**src/rtl/icnt_pkg.sv**
```systemverilog
package icnt_pkg;

    // Type code reported in the control word's top nibble.
    localparam int unsigned TYPE_LSB   = 28;
    localparam int unsigned TYPE_W     = 4;
    localparam logic [3:0]  TYPE_ICNT  = 4'd3;

    // Mode enable bit positions inside the control word.
    localparam int unsigned BIT_U  = 6;
    localparam int unsigned BIT_S  = 7;
    localparam int unsigned BIT_M  = 9;
    localparam int unsigned BIT_VS = 25;
    localparam int unsigned BIT_VU = 26;

    // Write target selector values.
    localparam logic [1:0] SEL_CTRL = 2'd1;

    typedef enum logic [1:0] {
        PRIV_USER  = 2'd0,
        PRIV_SUPER = 2'd1,
        PRIV_RSVD  = 2'd2,
        PRIV_MACH  = 2'd3
    } priv_e;

    typedef struct packed {
        logic vu;
        logic vs;
        logic m;
        logic s;
        logic u;
    } mode_en_t;

    // Decide whether a retirement in the given mode is counted.
    function automatic logic mode_counts(mode_en_t en, priv_e lvl, logic is_virt);
        logic hit;
        hit = 1'b0;
        if (is_virt) begin
            case (lvl)
                PRIV_USER:  hit = en.vu;
                PRIV_SUPER: hit = en.vs;
                default:    hit = 1'b0;
            endcase
        end else begin
            case (lvl)
                PRIV_USER:  hit = en.u;
                PRIV_SUPER: hit = en.s;
                PRIV_MACH:  hit = en.m;
                default:    hit = 1'b0;
            endcase
        end
        return hit;
    endfunction

endpackage

```
**src/rtl/icnt_priv_filter.sv**
```systemverilog
module icnt_priv_filter
    import icnt_pkg::*;
(
    input  logic     clk,
    input  logic     rst,
    input  mode_en_t modes,
    input  priv_e    lvl,
    input  logic     is_virt,
    output logic     qual
);

    always_comb begin
        qual = mode_counts(modes, lvl, is_virt);
    end

    // machine level never counts while virtualized
    p_virt_mach_blocked_r4: assert property (@(posedge clk) disable iff (rst)
        (is_virt && lvl == PRIV_MACH) |-> !qual);

    // the reserved level never counts
    p_rsvd_blocked_r3: assert property (@(posedge clk) disable iff (rst)
        (lvl == PRIV_RSVD) |-> !qual);

endmodule

```
**src/rtl/icnt_counter.sv**
```systemverilog
module icnt_counter #(
    parameter int unsigned CNT_W = 14
) (
    input  logic             clk,
    input  logic             rst,
    input  logic             load,
    input  logic [CNT_W-1:0] load_val,
    input  logic             step,
    output logic [CNT_W-1:0] count,
    output logic             fire
);

    localparam logic [CNT_W-1:0] CNT_ZERO = '0;
    localparam logic [CNT_W-1:0] CNT_ONE  = {{(CNT_W-1){1'b0}}, 1'b1};

    logic armed;
    assign armed = (count != CNT_ZERO);

    always_ff @(posedge clk) begin
        if (rst) begin
            count <= CNT_ZERO;
            fire  <= 1'b0;
        end else begin
            fire <= 1'b0;
            if (load) begin
                count <= load_val;
            end else if (step && armed) begin
                count <= count - CNT_ONE;
                fire  <= (count == CNT_ONE);
            end
        end
    end

    // without a qualified step or a load the count holds
    p_hold_unqualified_r3: assert property (@(posedge clk) disable iff (rst)
        (!load && !step) |=> $stable(count));

    // stepping from one raises the request next cycle
    p_fire_on_last_r5: assert property (@(posedge clk) disable iff (rst)
        (!load && step && count == CNT_ONE) |=> (fire && count == CNT_ZERO));

    // request never lasts two cycles
    p_single_pulse_r5: assert property (@(posedge clk) disable iff (rst)
        fire |=> !fire);

    // an empty count stays empty and silent
    p_zero_idle_r6: assert property (@(posedge clk) disable iff (rst)
        (!load && count == CNT_ZERO) |=> (count == CNT_ZERO && !fire));

    // a load wins over a simultaneous step
    p_load_wins_r9: assert property (@(posedge clk) disable iff (rst)
        load |=> (count == $past(load_val) && !fire));

endmodule

```
**src/rtl/icnt_ctrl_reg.sv**
```systemverilog
module icnt_ctrl_reg
    import icnt_pkg::*;
#(
    parameter int unsigned XLEN    = 32,
    parameter int unsigned CNT_W   = 14,
    parameter int unsigned CNT_LSB = 10
) (
    input  logic             clk,
    input  logic             rst,
    input  logic             wr_en,
    input  logic [XLEN-1:0]  wr_data,
    input  logic [CNT_W-1:0] live_count,
    output mode_en_t         modes,
    output logic [CNT_W-1:0] load_val,
    output logic [XLEN-1:0]  rdata
);

    localparam int unsigned CNT_MSB = CNT_LSB + CNT_W - 1;

    mode_en_t wr_modes;

    always_comb begin
        wr_modes.u  = wr_data[BIT_U];
        wr_modes.s  = wr_data[BIT_S];
        wr_modes.m  = wr_data[BIT_M];
        wr_modes.vs = wr_data[BIT_VS];
        wr_modes.vu = wr_data[BIT_VU];
    end

    assign load_val = wr_data[CNT_MSB:CNT_LSB];

    always_ff @(posedge clk) begin
        if (rst) begin
            modes <= '0;
        end else if (wr_en) begin
            modes <= wr_modes;
        end
    end

    always_comb begin
        rdata                            = '0;
        rdata[TYPE_LSB +: TYPE_W]        = TYPE_ICNT;
        rdata[CNT_MSB:CNT_LSB]           = live_count;
        rdata[BIT_U]                     = modes.u;
        rdata[BIT_S]                     = modes.s;
        rdata[BIT_M]                     = modes.m;
        rdata[BIT_VS]                    = modes.vs;
        rdata[BIT_VU]                    = modes.vu;
    end

    // enables change only on a control-word write
    p_modes_hold_r7: assert property (@(posedge clk) disable iff (rst)
        !wr_en |=> $stable(modes));

endmodule

```
**src/rtl/icnt_trigger.sv**
```systemverilog
module icnt_trigger
    import icnt_pkg::*;
#(
    parameter int unsigned XLEN    = 32,
    parameter int unsigned CNT_W   = 14,
    parameter int unsigned CNT_LSB = 10
) (
    input  logic             clk,
    input  logic             rst,
    input  logic             csr_wr_en,
    input  logic [1:0]       csr_wr_sel,
    input  logic [XLEN-1:0]  csr_wr_data,
    input  logic             retire_vld,
    input  logic [1:0]       priv,
    input  logic             virt,
    output logic [XLEN-1:0]  ctrl_rdata,
    output logic [CNT_W-1:0] live_count,
    output logic             trig_req
);

    logic             ctrl_wr;
    mode_en_t         modes;
    logic [CNT_W-1:0] load_val;
    logic             qual;
    logic             step;

    assign ctrl_wr = csr_wr_en && (csr_wr_sel == SEL_CTRL);
    assign step    = retire_vld && qual;

    icnt_ctrl_reg #(
        .XLEN    (XLEN),
        .CNT_W   (CNT_W),
        .CNT_LSB (CNT_LSB)
    ) u_ctrl (
        .clk        (clk),
        .rst        (rst),
        .wr_en      (ctrl_wr),
        .wr_data    (csr_wr_data),
        .live_count (live_count),
        .modes      (modes),
        .load_val   (load_val),
        .rdata      (ctrl_rdata)
    );

    icnt_priv_filter u_filter (
        .clk     (clk),
        .rst     (rst),
        .modes   (modes),
        .lvl     (priv_e'(priv)),
        .is_virt (virt),
        .qual    (qual)
    );

    icnt_counter #(
        .CNT_W (CNT_W)
    ) u_count (
        .clk      (clk),
        .rst      (rst),
        .load     (ctrl_wr),
        .load_val (load_val),
        .step     (step),
        .count    (live_count),
        .fire     (trig_req)
    );

    // secondary-register writes leave the count alone
    p_aux_ignored_r7: assert property (@(posedge clk) disable iff (rst)
        (csr_wr_en && csr_wr_sel != SEL_CTRL && !retire_vld) |=> $stable(live_count));

endmodule

```
**config.mk**
```make
export PLATFORM = sky130hd
export DESIGN_NAME = icnt_trigger
export DESIGN_NICKNAME = d
export VERILOG_FILES = /design/src/rtl/icnt_pkg.sv /design/src/rtl/icnt_priv_filter.sv /design/src/rtl/icnt_counter.sv /design/src/rtl/icnt_ctrl_reg.sv /design/src/rtl/icnt_trigger.sv
export SDC_FILE = /design/constraint.sdc
export NUM_CORES = 1
export LEC_CHECK = 0
export BUFFER_PORTS_ARGS = -buffer_cell sky130_fd_sc_hd__clkbuf_2
export CAP_MARGIN = 15
export CORE_ASPECT_RATIO = 1.25
export CORE_MARGIN = 5
export CORE_UTILIZATION = 38
export DETAILED_ROUTE_END_ITERATION = 6
export PLACE_DENSITY_LB_ADDON = 0.05
export SLEW_MARGIN = 20
export SYNTH_ARGS = -nofsm -noshare
export SYNTH_HDL_FRONTEND = slang
export SYNTH_SLANG_ARGS = --single-unit
```
**constraint.sdc**
```tcl
create_clock -name clk -period 2 [get_ports clk]
set_input_delay 0.3 -clock clk [delete_from_list [all_inputs] [get_ports clk]]
set_output_delay 0.3 -clock clk [all_outputs]
set_load 0.01 [all_outputs]
```
==> impl_summary.md, run 1 <==
Status
The run finished with clean final reports.

Power
The switching power summed over all nets is 0.3068 mW. The static leakage power is 0.7821 nW. The portion of total power attributed to combinational logic is 24.8%.

The clock share of power is 31.9%. The power after layout is 1.007 mW. The switching portion of total power is 30.48%. The power per unit of standard cell area is 606.4 nW/um^2.

The sequential fraction of design power is 43.3%. The internal power is 0.6999 mW. The worst ir drop on vdd is 349.5 uV.

Synth
The area share of the leading cell type in the synthesized netlist is 30.22%. After Yosys synthesis, and, or, nand and nor cells account for 23.23% of the synthesized area. Synthesis handed over a netlist of 167 instances. The area share of xor/xnor cells in the synthesized design is 5.288%.

By area the synthesized netlist is led by sky130_fd_sc_hd__dfxtp_1 (30%), sky130_fd_sc_hd__buf_4 (15%), sky130_fd_sc_hd__nand2_1 (5.7%), sky130_fd_sc_hd__a21oi_1 (4.5%), sky130_fd_sc_hd__nor2_1 (3.7%). Ranked by instance count, the synthesized netlist is headed by sky130_fd_sc_hd__buf_4 (27), sky130_fd_sc_hd__dfxtp_1 (20), sky130_fd_sc_hd__nand2_1 (20), sky130_fd_sc_hd__nor2_1 (13), sky130_fd_sc_hd__a21oi_1 (12). The number of warnings issued by yosys is 0.

Counting flops with a built-in enable in the synthesized netlist gives 0. Yosys mapped the design onto 40 distinct sky130hd cell types. For this run, the leading register cell type out of synthesis is sky130_fd_sc_hd__dfxtp_1.

Summing the areas of all compound-gate instances in the mapped netlist gives 15.77% of the synthesized area. The share of synthesized cell area in full adder, half adder and majority cells is 2.833%. Each instance of the synthesized netlist takes up on average 7.934 sq um.

Counting flops with an async set or reset pin after synthesis yields a share of 0%. Sequential cells were found to cover 30.22% of the synthesized design area. The mux cell area share after synthesis is 3.022%. The cell area that synthesis handed to floorplanning was 1325 sq um.

After synthesis, the largest family of logic cells by area is simple AND/OR/NAND/NOR gates. sky130_fd_sc_hd__dfxtp_1 takes more of the synthesized area than any other cell. The most common cell in the synthesized netlist is sky130_fd_sc_hd__buf_4.

The register bit total from synthesis is 20.

Placed design
The half-perimeter wire length after detailed placement is 2773 microns. Input and output buffers added on the ports amount to 61. The worst setup slack before clock tree synthesis is 21.45 ps. The last weighted congestion value of the routability-driven placer is 0.7430.

Cells and area
The final layout contains 267 nets. Once layout is complete, the utilization of the core stands at 48.50%. The count of antenna diodes in the layout is 0. The area growth from synthesis to layout is 25.31%. In the final layout, the share of cells above drive strength 1 is 40.99%.

Worst setup path
The family with the most delay on the worst path is simple AND/OR/NAND/NOR gates. The worst setup path is of the reg -> reg kind. The arrival time at the worst endpoint is 2090 ps.

The count of buffering cells on the critical path with inverters included is 0. STA classifies the critical path startpoint as a flop. The end of the worst register-to-register path is u_count.count[12].

The master of the slowest instance on the critical path is sky130_fd_sc_hd__or4_4. The worst-case register-to-register setup slack is 60 ps. Along the worst path, the maximum fanout reaches 6.

The number of cells on the worst reg-to-reg path is 6. The worst setup path is captured at a flop. The critical path data required time is 2150 ps. The critical path's largest stage delay is 550 ps. The signal on the critical path passes through or4_4 -> nand4b_1 -> o21a_2 -> nand2_2 -> nor4_1 -> a311o_1.

The reg-to-reg critical path startpoint is u_count.count[7].

Global route
The pin count of the biggest net entering global routing is 19. For this run the aggregate overflow at the end of global routing stands at 0. The initial antenna violation count was 0. The via count of the first global-routing pass is 1236. The global-route wire length before repair is 5837 microns.

The combined global-route utilization of all metal layers is 14.51%.

STA
The number of endpoints with negative hold slack in the final report is 0. The minimum clock period after layout is 1939 ps. The fmax is 515.6 MHz.

The max-slew violation count is 0. Hold timing on the final database bottoms out at a slack of 225.9 ps. In the finished design, the share of the clock period the worst path needs comes to 96.97%.

Setup violations remaining at the end of the flow were counted as 0. In the final timing run, aggregate negative setup slack is 0 ps. After layout, the worst setup slack is 60.68 ps. On the final layout, the worst clock skew is 3.362 ps.

Floorplan
The initial core utilization is 38.71%. The die is 76.02 microns tall. The die covers 4775 sq um.

The core region is 3423 sq um. The floorplan die width is 62.82 microns. In this run the core area contains 24 standard-cell rows. Pin placement for this block handled 88 I/O pins.

Detailed routing
The count of nets left with antenna violations once routing finished came out at 0. The count of unresolved DRC violations after routing is 0. The pre-antenna-repair detailed-routing pass consisted of 4 iterations. The routed design has 3537 microns of wire. The routed length per instance is 13.55 microns. The first routing iteration left 98 violations.

The via count normalized by instance count is 4.820. The routed layout has 1258 vias.

Clocking
The insertion delay of the later-clocked pin in the worst-skew pair is 260 ps. The number of buffers added by the clock tree synthesis step is 3. After clock tree synthesis, the clock-pin slew on the worst setup and hold paths is 80 ps. After clock tree synthesis, the flow added hold-fix buffers numbering 0.

The longest clock path from root to sink contains 2 buffers. The CTS tree is yes. The clock sink count is 20. The CTS H-tree depth is 1. The buffer type at the clock tree root is sky130_fd_sc_hd__clkbuf_8.

Min path
The path with the worst hold slack has its endpoint at u_count.count[8]. The startpoint identified for the worst hold timing path is csr_wr_data[18]. The worst hold path passes through 3 cells. The path type of the worst min-delay path is in -> reg.

Run
Across the run, the number of max-cap violations was 0.
worst reg2reg max path, cell delays in order, from the launching register on:
cell                       delay, ps
sky130_fd_sc_hd__dfxtp_1         310
sky130_fd_sc_hd__or4_4           550
sky130_fd_sc_hd__nand4b_1        260
sky130_fd_sc_hd__o21a_2          210
sky130_fd_sc_hd__nand2_2         130
sky130_fd_sc_hd__nor4_1           60
sky130_fd_sc_hd__a311o_1         310
logic make-up (layout without fill, tap and decap cells):
logic type / count (synthesis) / in the layout
AOI/OAI and AO/OA: 32 / 32
adders and majority gates: 3 / 3
xor gates and xnor gates: 8 / 8
muxes: 4 / 4
buffers and inverters: 38 / 82
DFF: 20 / 20
and+or+nand+nor: 60 / 60
other: 2 / 13
per-layer routing:
metal  track usage, %  share of wire [%]  vias to the layer above
li1                 -                  -                      646
met1            17.27                 42                      563
met2            25.52                 51                       45
met3            3.540                6.4                        4
met4            4.034               0.74                        0
met5                0                  0                        -
cell type report:
| cell class | count | area [sq um] |
|---|---|---|
| clock buffer | 4 | 55.05 |
| fill | 363 | 1763 |
| inverter | 3 | 11.26 |
| multi-input combinational | 120 | 734.5 |
| sequential | 20 | 400.4 |
| tap | 39 | 48.80 |
| timing repair buffer | 75 | 410.4 |
layout by cell type (no fill, tap or decap), types with 2 or more instances in the layout:
cell,count
sky130_fd_sc_hd__a211oi_1,3
sky130_fd_sc_hd__conb_1,13
sky130_fd_sc_hd__a211oi_2,2
sky130_fd_sc_hd__and3_1,2
sky130_fd_sc_hd__inv_1,3
sky130_fd_sc_hd__buf_4,14
sky130_fd_sc_hd__xor2_1,4
sky130_fd_sc_hd__nand3_1,3
sky130_fd_sc_hd__or2_2,2
sky130_fd_sc_hd__nand2_1,20
sky130_fd_sc_hd__nor3_1,6
sky130_fd_sc_hd__ha_1,3
sky130_fd_sc_hd__nor4_1,2
sky130_fd_sc_hd__nor2_1,13
sky130_fd_sc_hd__nand2b_1,2
sky130_fd_sc_hd__clkbuf_8,4
sky130_fd_sc_hd__xnor2_1,4
sky130_fd_sc_hd__dfxtp_1,20
sky130_fd_sc_hd__a21oi_1,11
sky130_fd_sc_hd__o21ai_0,3
sky130_fd_sc_hd__nor3b_1,2
sky130_fd_sc_hd__o22ai_1,3
sky130_fd_sc_hd__mux2i_1,4
sky130_fd_sc_hd__clkbuf_2,61
how the worst max path moves through the flow:
stage,cells after the start,startpoint,slack (ps),endpoint
after floorplan,6,u_count.count[5],9,u_count.count[12]
after global placement,5,u_count.count[5],30,u_count.count[12]
after detailed placement,5,u_count.count[5],20,u_count.count[12]
after CTS,5,u_count.count[5],4,u_count.count[12]
after global routing,6,u_count.count[7],-7,u_count.count[0]
final,6,u_count.count[7],60,u_count.count[12]
metrics by stage:
| step | cells | cell area (sq um) |
|---|---|---|
| 6_report | 261 | 1660 |
| 4_1_cts | 260 | 1632 |
| 5_1_grt | 261 | 1660 |
| 2_1_floorplan | 178 | 1366 |
| 3_3_place_gp | 256 | 1577 |
| 3_5_place_dp | 256 | 1577 |
power by group through the flow:
stage,logic (mW),registers [mW],clock network (mW)
floorplan,0.174,0.457,0
global placement,0.242,0.445,0
detailed placement,0.242,0.445,0
CTS,0.244,0.436,0.325
global route,0.276,0.440,0.344
finish,0.250,0.436,0.321
repair_timing:
item                       in CTS  in global routing
resized for setup               0                  6
setup endpoints to repair       0                  4
setup buffers                   0                  1
sequential cells by signal, indices dropped and copies added (netlist names):
signal and cells:
u_count.fire 1, u_ctrl.modes 5, u_count.count 14
Power figures use the tool's default switching activity.
==> run 2, diff against run 1 <==
--- a/config.mk
+++ b/config.mk
@@ -5,11 +5,12 @@
 export SDC_FILE = /design/constraint.sdc
 export NUM_CORES = 1
 export LEC_CHECK = 0
+export ABC_AREA = 1
 export BUFFER_PORTS_ARGS = -buffer_cell sky130_fd_sc_hd__clkbuf_2
 export CAP_MARGIN = 15
 export CORE_ASPECT_RATIO = 1.25
 export CORE_MARGIN = 5
-export CORE_UTILIZATION = 38
+export CORE_UTILIZATION = 40
 export DETAILED_ROUTE_END_ITERATION = 6
 export PLACE_DENSITY_LB_ADDON = 0.05
 export SLEW_MARGIN = 20
==> impl_summary.md, run 2 <==
Clocking
The CTS tree was yes (unchanged). The maximum clock path buffer count is 2 (unchanged). The total of cells resized after clock tree synthesis is 0 (unchanged). The buffer type at the clock tree root is sky130_fd_sc_hd__clkbuf_8 (unchanged). The clock-pin slew of the registers on the worst-case setup and hold paths was 80 ps (about the same). The clock sink count came to 20 (unchanged). The total of hold buffers inserted after clock tree synthesis is 0 (unchanged). The insertion delay of the later-clocked pin in the worst-skew pair was 260 ps (about the same).

The number of buffers added by the clock tree synthesis step is 3 (unchanged). The CTS H-tree depth is 1 (unchanged). The post-CTS setup-driven buffer insertion count came to 0 (unchanged).

Floorplan
The floorplan die width was 67.02 microns (was 62.82 microns). The row count was 26 (was 24). The initial core utilization is 40.62% (was 38.71%). The die span in y is 81.27 microns (was 76.02 microns). The floorplan die area is 5446 sq um (was 4775 sq um).

The placeable core region is 4001 sq um (was 3423 sq um). The number of top-level pins is 88 (unchanged).

Synth
The cell type with the largest total area after synthesis is sky130_fd_sc_hd__dfxtp_1 (unchanged). The synthesized area divided by synthesized cell count is 5.910 sq um (was 7.934 sq um). Synth top area cells: sky130_fd_sc_hd__dfxtp_1 (25%), sky130_fd_sc_hd__nand2_1 (18%), sky130_fd_sc_hd__buf_4 (12%), sky130_fd_sc_hd__nor2_1 (11%), sky130_fd_sc_hd__nand3_1 (10%) (was sky130_fd_sc_hd__dfxtp_1 (30%), sky130_fd_sc_hd__buf_4 (15%), sky130_fd_sc_hd__nand2_1 (5.7%), sky130_fd_sc_hd__a21oi_1 (4.5%), sky130_fd_sc_hd__nor2_1 (3.7%)). The share of the yosys chip area belonging to registers was 24.63% (was 30.22%). The count of distinct cell types in the synthesized netlist was 22 (was 40). The number of enable-type register cells in the synthesized netlist was 0 (unchanged). The register bit total from synthesis came to 20 (unchanged). The area share of the leading cell type in the synthesized netlist is 24.63% (was 30.22%). Most frequent cells after synthesis: sky130_fd_sc_hd__nand2_1 (77), sky130_fd_sc_hd__nor2_1 (47), sky130_fd_sc_hd__nand3_1 (34), sky130_fd_sc_hd__buf_4 (27), sky130_fd_sc_hd__inv_1 (21) (was sky130_fd_sc_hd__buf_4 (27), sky130_fd_sc_hd__dfxtp_1 (20), sky130_fd_sc_hd__nand2_1 (20), sky130_fd_sc_hd__nor2_1 (13), sky130_fd_sc_hd__a21oi_1 (12)). The synthesized area was 1625 sq um (was 1325 sq um). The number of warnings issued by yosys is 0 (unchanged). The post-synthesis instance total came to 275 (was 167). The most common cell in the synthesized netlist is sky130_fd_sc_hd__nand2_1 (was sky130_fd_sc_hd__buf_4). The predominant post-synthesis flop cell is sky130_fd_sc_hd__dfxtp_1 (unchanged).

The async set-or-reset flop fraction in the synthesized netlist is 0% (unchanged).

Detailed routing
The via count of the routed design was 1640 (was 1258). The first-pass detailed-route iteration total is 4 (unchanged). The topmost layer with routed signal wires is met4 (unchanged).

The wire length on met1 is 1810 microns (was 1485 microns). The routed length per instance is 10.97 microns (was 13.55 microns). The number of design-rule violations left by the first detailed-router iteration is 67 (was 98).

The length of routed met3 wiring is 215 microns (was 228 microns). The met2 wire length is 2029 microns (was 1796 microns). The count of unresolved DRC violations after routing came to 0 (unchanged).

The via count normalized by instance count came to 4.385 (was 4.820). The antenna violation net count after detailed routing is 0 (unchanged). The final wirelength came to 4104 microns (was 3537 microns).

Cells and area
The net count reported at finish is 364 (was 267). Commonest cells after routing, fill and taps aside: sky130_fd_sc_hd__nand2_1 (77), sky130_fd_sc_hd__clkbuf_2 (61), sky130_fd_sc_hd__nor2_1 (47) (was sky130_fd_sc_hd__clkbuf_2 (61), sky130_fd_sc_hd__nand2_1 (20), sky130_fd_sc_hd__dfxtp_1 (20)). The fill cell instance count of the final layout came to 484 (was 363). The number of flip-flops under the largest register name is 14 (unchanged). The multi-input logic area is 918.4 sq um (was 734.5 sq um). The most common cell after layout, fill and taps aside was sky130_fd_sc_hd__nand2_1 (was sky130_fd_sc_hd__clkbuf_2). The register containing the most flip-flops in the final layout was u_count.count (unchanged).

The area growth from synthesis to layout is 14.40% (was 25.31%). Leading registers by flop count: u_count.count (14), u_ctrl.modes (5), u_count.fire (1) (unchanged). The count of antenna diodes in the layout came to 0 (unchanged). The ratio of cells with drive above 1 in the final layout came to 24.53% (was 40.99%).

The flip-flop and latch area is 400.4 sq um (unchanged).

STA
Setup repair after global routing left no endpoint under its margin. The setup skew after layout is 2.466 ps (was 3.362 ps). The fmax came to 597.3 MHz (was 515.6 MHz). The minimum clock period after layout is 1674 ps (was 1939 ps). The max-slew violation count was 0 (unchanged). The setup total negative slack is 0 ps (unchanged). The final cycle utilization of the critical path is 83.71% (was 96.97%). The worst hold margin is 258.2 ps (was 225.9 ps). The number of failing setup endpoints in the final timing report is 0 (unchanged). The number of endpoints with negative hold slack in the final report is 0 (unchanged).

Global route
The via count of the first global-routing pass is 1491 (was 1236). The residual overflow from global routing is 0 (unchanged). The combined global-route utilization of all metal layers came to 15.75% (was 14.51%). The initial antenna violation count is 0 (unchanged). The global-route wire length before repair is 6679 microns (was 5837 microns). The pin count of the biggest net entering global routing was 29 (was 19).

Worst setup path
The capturing element type of the critical path is a flop (unchanged). The path type of the worst setup path is reg -> reg (unchanged). The arrival time at the worst endpoint is 1840 ps (was 2090 ps). The number of cells on the worst reg-to-reg path was 10 (was 6).

The highest fanout seen on the critical path is 14 (was 6). The worst-case register-to-register setup slack came to 330 ps (was 60 ps). The launching element type of the critical path is a flop (unchanged).

The critical path data required time was 2170 ps (was 2150 ps).

Status
Run status: complete, no violations (unchanged).

Power
The portion of total power attributed to combinational logic is 40.2% (was 24.8%). The static leakage power is 1.091 nW (was 0.7821 nW). The clock share of power is 22.4% (was 31.9%). The worst ir drop on vdd came to 309.4 uV (was 349.5 uV).

The switching portion of total power is 40.21% (was 30.48%). The power per unit of standard cell area is 684.9 nW/um^2 (was 606.4 nW/um^2). The switching power summed over all nets is 0.5121 mW (was 0.3068 mW).

The sequential fraction of design power is 37.4% (was 43.3%). The internal power is 0.7613 mW (was 0.6999 mW).

Placed design
The quantity of I/O buffers inserted on ports was 61 (unchanged). The last weighted congestion value of the routability-driven placer is 0.8604 (was 0.7430). The half-perimeter wire length after detailed placement is 3133 microns (was 2773 microns).

Min path
The worst hold path depth is 3 (unchanged). The path type of the worst min-delay path is in -> reg (unchanged).

Run
The max capacitance violation total was 0 (unchanged).
run 2: changes by cell type in the layout (fill, tap and decap cells not counted), sizes merged, moves of 5 or more:
| cell | before | now |
|---|---|---|
| nand2 | 21 | 79 |
| nor2 | 13 | 51 |
| nand3 | 3 | 34 |
| inv | 3 | 25 |
| buf | 14 | 4 |
| a21oi | 12 | 5 |
| nor3 | 7 | 1 |
| o21ai | 5 | 11 |
| a211oi | 5 | 0 |
run 2: through the flow:
stage                     total power [mW]  util, %  instance area, sq um  worst slack (ps)  std cells
after floorplan                     0.9032        -                  1667             510.8        286
after global placement               1.003    45.43                  1818             356.3        371
after detailed placement             1.003    45.43                  1818             338.9        371
after CTS                            1.289    46.47                  1859             317.5        374
after global routing                 1.382    46.47                  1859             148.2        374
final                                1.273    46.47                  1859             325.7        374
run 2: layout make-up:
class,instances,area share (%)
inverters,25,5.047
flip-flops and latches,20,21.53
repair buffers,65,18.04
multi-input cells,205,49.39
well taps,56,3.769
clock buffers,3,2.221
run 2: metal layers:
| metal | vias to the layer above | GRT usage [%] |
|---|---|---|
| met2 | 46 | 28.42 |
| met3 | 5 | 3.181 |
| met5 | - | 0 |
| met4 | 0 | 4.260 |
| met1 | 689 | 18.57 |
| li1 | 900 | - |
run 2: kinds of logic after synthesis:
group | after synthesis | share of synthesized area (%)
fa+ha+maj | 3 | 2.310
other cells | 2 | 0.4621
compound gates | 16 | 4.926
flops | 20 | 24.63
simple gates | 170 | 44.65
buf+inv | 61 | 21.40
xor+xnor | 3 | 1.617
run 2: final timing paths:
kind               startpoint                to
max          u_count.count[0]  u_count.count[4]
min            csr_wr_data[9]   u_ctrl.modes[2]
max reg2reg  u_count.count[0]  u_count.count[4]
min reg2reg   u_ctrl.modes[4]   u_ctrl.modes[4]
run 2: power by group through the flow:
stage	Sequential, mW	Clock, mW	Combinational (mW)
global route	0.484	0.306	0.592
floorplan	0.493	0	0.410
finish	0.477	0.285	0.512
global placement	0.487	0	0.516
detailed placement	0.487	0	0.516
CTS	0.478	0.292	0.519
run 2: worst max-delay path, cell delays in order (launching register included):
cell and delay (ps):
sky130_fd_sc_hd__dfxtp_1 430, sky130_fd_sc_hd__inv_1 110, sky130_fd_sc_hd__ha_1 200, sky130_fd_sc_hd__nand2_1 60, sky130_fd_sc_hd__nor2_1 60, sky130_fd_sc_hd__a21oi_1 150
sky130_fd_sc_hd__nand2_2 220, sky130_fd_sc_hd__nand2_1 200, sky130_fd_sc_hd__nand2_1 60, sky130_fd_sc_hd__nand2_1 60, sky130_fd_sc_hd__nor2_1 30
==> run 3, diff against run 2 <==
==> constraint.sdc (replaced) <==
create_clock -name clk -period 1.5 [get_ports clk]
set_input_delay 0.225 -clock clk [delete_from_list [all_inputs] [get_ports clk]]
set_output_delay 0.225 -clock clk [all_outputs]
set_load 0.01 [all_outputs]
==> impl_summary.md, run 3 (same netlist as run 2, synthesis figures left out) <==
Global route
The global-route wire length before repair is 7051 microns (was 6679 microns). The residual overflow from global routing came to 0 (unchanged). The combined global-route utilization of all metal layers came to 16.58% (was 15.75%). The initial antenna violation count is 0 (unchanged).

The pin count of the biggest net entering global routing was 39 (was 29). The via count of the first global-routing pass is 1614 (was 1491).

Cells and area
The fill cell instance count of the final layout is 475 (was 484). Leading registers by flop count: u_count.count (14), u_ctrl.modes (5), u_count.fire (1) (unchanged). The multi-input logic area came to 982.2 sq um (was 918.4 sq um). The ratio of cells with drive above 1 in the final layout is 34.62% (was 24.53%).

The register containing the most flip-flops in the final layout is u_count.count (unchanged). The flip-flop and latch area came to 405.4 sq um (was 400.4 sq um). The number of flip-flops under the largest register name is 14 (unchanged). The final cell utilization of the core is 52.69% (was 46.47%).

The net count reported at finish came to 384 (was 364). Commonest cells after routing, fill and taps aside: sky130_fd_sc_hd__nand2_1 (76), sky130_fd_sc_hd__clkbuf_2 (61), sky130_fd_sc_hd__nor2_1 (37) (was sky130_fd_sc_hd__nand2_1 (77), sky130_fd_sc_hd__clkbuf_2 (61), sky130_fd_sc_hd__nor2_1 (47)). The count of antenna diodes in the layout came to 0 (unchanged). The most common cell after layout, fill and taps aside is sky130_fd_sc_hd__nand2_1 (unchanged). The area growth from synthesis to layout is 29.72% (was 14.40%). The filler-free cell count of the finished design is 394 (was 374).

Worst setup path
The critical path's largest stage delay was 360 ps (was 430 ps). The count of buffering cells on the critical path with inverters included is 2 (was 1). The master of the slowest instance on the critical path is sky130_fd_sc_hd__dfxtp_2 (was sky130_fd_sc_hd__dfxtp_1). The family with the most delay on the worst path is simple AND/OR/NAND/NOR gates (unchanged). The arrival time at the worst endpoint is 1590 ps (was 1840 ps). The launching element type of the critical path is a flop (unchanged). The capturing element type of the critical path is a flop (unchanged). The highest fanout seen on the critical path was 12 (was 14).

The most frequent cell on the critical path was sky130_fd_sc_hd__nand2_1 (unchanged). Worst-path cell chain: inv_4 -> ha_1 -> nand2_1 -> nor2_4 -> nand2_1 -> nand2_1 -> nor2_2 -> nor2_4 -> buf_12 -> nor2_1 -> nor2_1 (was inv_1 -> ha_1 -> nand2_1 -> nor2_1 -> a21oi_1 -> nand2_2 -> nand2_1 -> nand2_1 -> nand2_1 -> nor2_1). The critical path data required time is 1660 ps (was 2170 ps). The path type of the worst setup path was reg -> reg (unchanged).

Floorplan
The row count is 26 (unchanged). The die span in y is 81.27 microns (unchanged). The initial core utilization is 40.62% (unchanged).

The placeable core region is 4001 sq um (unchanged). The floorplan die area is 5446 sq um (unchanged). The number of top-level pins came to 88 (unchanged).

The floorplan die width was 67.02 microns (unchanged).

Clocking
The maximum clock path buffer count is 2 (unchanged). The clock-pin slew of the registers on the worst-case setup and hold paths was 90 ps (was 80 ps). The buffer type at the clock tree root was sky130_fd_sc_hd__clkbuf_8 (unchanged). The number of buffers added by the clock tree synthesis step came to 3 (unchanged). The post-CTS setup-driven buffer insertion count came to 0 (unchanged).

The clock sink count came to 20 (unchanged). The CTS tree is yes (unchanged). The CTS H-tree depth is 1 (unchanged). The total of hold buffers inserted after clock tree synthesis was 0 (unchanged). The insertion delay of the later-clocked pin in the worst-skew pair is 270 ps (was 260 ps).

Detailed routing
The first-pass detailed-route iteration total is 4 (unchanged). The final wirelength is 4331 microns (was 4104 microns). The antenna violation net count after detailed routing came to 0 (unchanged).

The count of unresolved DRC violations after routing was 0 (unchanged). The routed length per instance is 10.99 microns (was 10.97 microns). The via count normalized by instance count is 4.398 (was 4.385). The via count of the routed design was 1733 (was 1640). The number of design-rule violations left by the first detailed-router iteration is 51 (was 67).

STA
The minimum setup slack in the final design was 63.97 ps (was 325.7 ps). The fmax was 696.4 MHz (was 597.3 MHz). The number of failing setup endpoints in the final timing report came to 0 (unchanged).

The minimum clock period after layout is 1436 ps (was 1674 ps). The number of endpoints with negative hold slack in the final report is 0 (unchanged). The max-slew violation count was 0 (unchanged).

The worst hold margin is 188.8 ps (was 258.2 ps). The setup skew after layout is 11.61 ps (was 2.466 ps). The final cycle utilization of the critical path was 95.74% (was 83.71%).

Power
The power per unit of standard cell area is 887.5 nW/um^2 (was 684.9 nW/um^2). The worst ir drop on vdd came to 410.0 uV (was 309.4 uV). The static leakage power came to 1.214 nW (was 1.091 nW).

The power after layout is 1.871 mW (was 1.273 mW).

Placed design
The worst setup slack before clock tree synthesis is -29.74 ps (was 338.9 ps). The number of placed cells counting well taps is 391 (was 371). The half-perimeter wire length after detailed placement came to 3438 microns (was 3133 microns).

The last weighted congestion value of the routability-driven placer is 0.7905 (was 0.8604). The quantity of I/O buffers inserted on ports came to 61 (unchanged).

Run
The max capacitance violation total came to 0 (unchanged).

Min path
The path type of the worst min-delay path is in -> reg (unchanged).

Status
Run status: complete, no violations (unchanged).
[run 3: cell count changes in the layout (fill, tap and decap cells not counted), sizes merged]
cell  before  now
buf        4   24
[run 3: timing repair]
action                     in CTS  in global routing
pin swaps                       0                  6
gates resized for setup         1                 25
setup endpoints to repair       2                 15
[run 3: where the power goes]
part	switching [mW]	total, mW	internal (mW)
combinational	0.503	0.877	0.375
sequential	0.0445	0.622	0.577
clock	0.192	0.372	0.179
[run 3: cell type report]
| type | count | area share, % |
|---|---|---|
| multi-input cells | 205 | 46.59 |
| flip-flops and latches | 20 | 19.23 |
| well taps | 56 | 3.323 |
| repair buffers | 85 | 24.21 |
| clock buffers | 3 | 1.958 |
| inverters | 25 | 4.688 |
[run 3: worst reg2reg max path, cell delays in order (launching register included)]
cell	delay [ps]
sky130_fd_sc_hd__dfxtp_2	360
sky130_fd_sc_hd__inv_4	50
sky130_fd_sc_hd__ha_1	190
sky130_fd_sc_hd__nand2_1	110
sky130_fd_sc_hd__nor2_4	50
sky130_fd_sc_hd__nand2_1	50
sky130_fd_sc_hd__nand2_1	50
sky130_fd_sc_hd__nor2_2	120
sky130_fd_sc_hd__nor2_4	50
sky130_fd_sc_hd__buf_12	140
sky130_fd_sc_hd__nor2_1	100
sky130_fd_sc_hd__nor2_1	50
[run 3: final timing paths]
| path | from | endpoint | slack [ps] | cells past startpoint |
|---|---|---|---|---|
| worst max-delay path | u_count.count[0] | u_count.count[10] | 60 | 11 |
| worst min-delay path | csr_wr_data[9] | u_ctrl.modes[2] | 190 | 3 |
| worst max register to register | u_count.count[0] | u_count.count[10] | 60 | 11 |
| worst min register to register | u_ctrl.modes[3] | u_ctrl.modes[3] | 490 | 2 |
[run 3: stage by stage]
step | TNS (ps) | instance area [sq um]
floorplan | 0 | 1667
global placement | 0 | 1993
detailed placement | -29.74 | 1993
CTS | 0 | 2037
global route | -17.11 | 2108
finish | 0 | 2108
[run 3: per-layer routing]
metal	global-route usage (%)	share of wire, %
met1	19.18	42
met2	29.70	51
met3	3.043	5.2
met4	6.288	1.7
met5	0	0
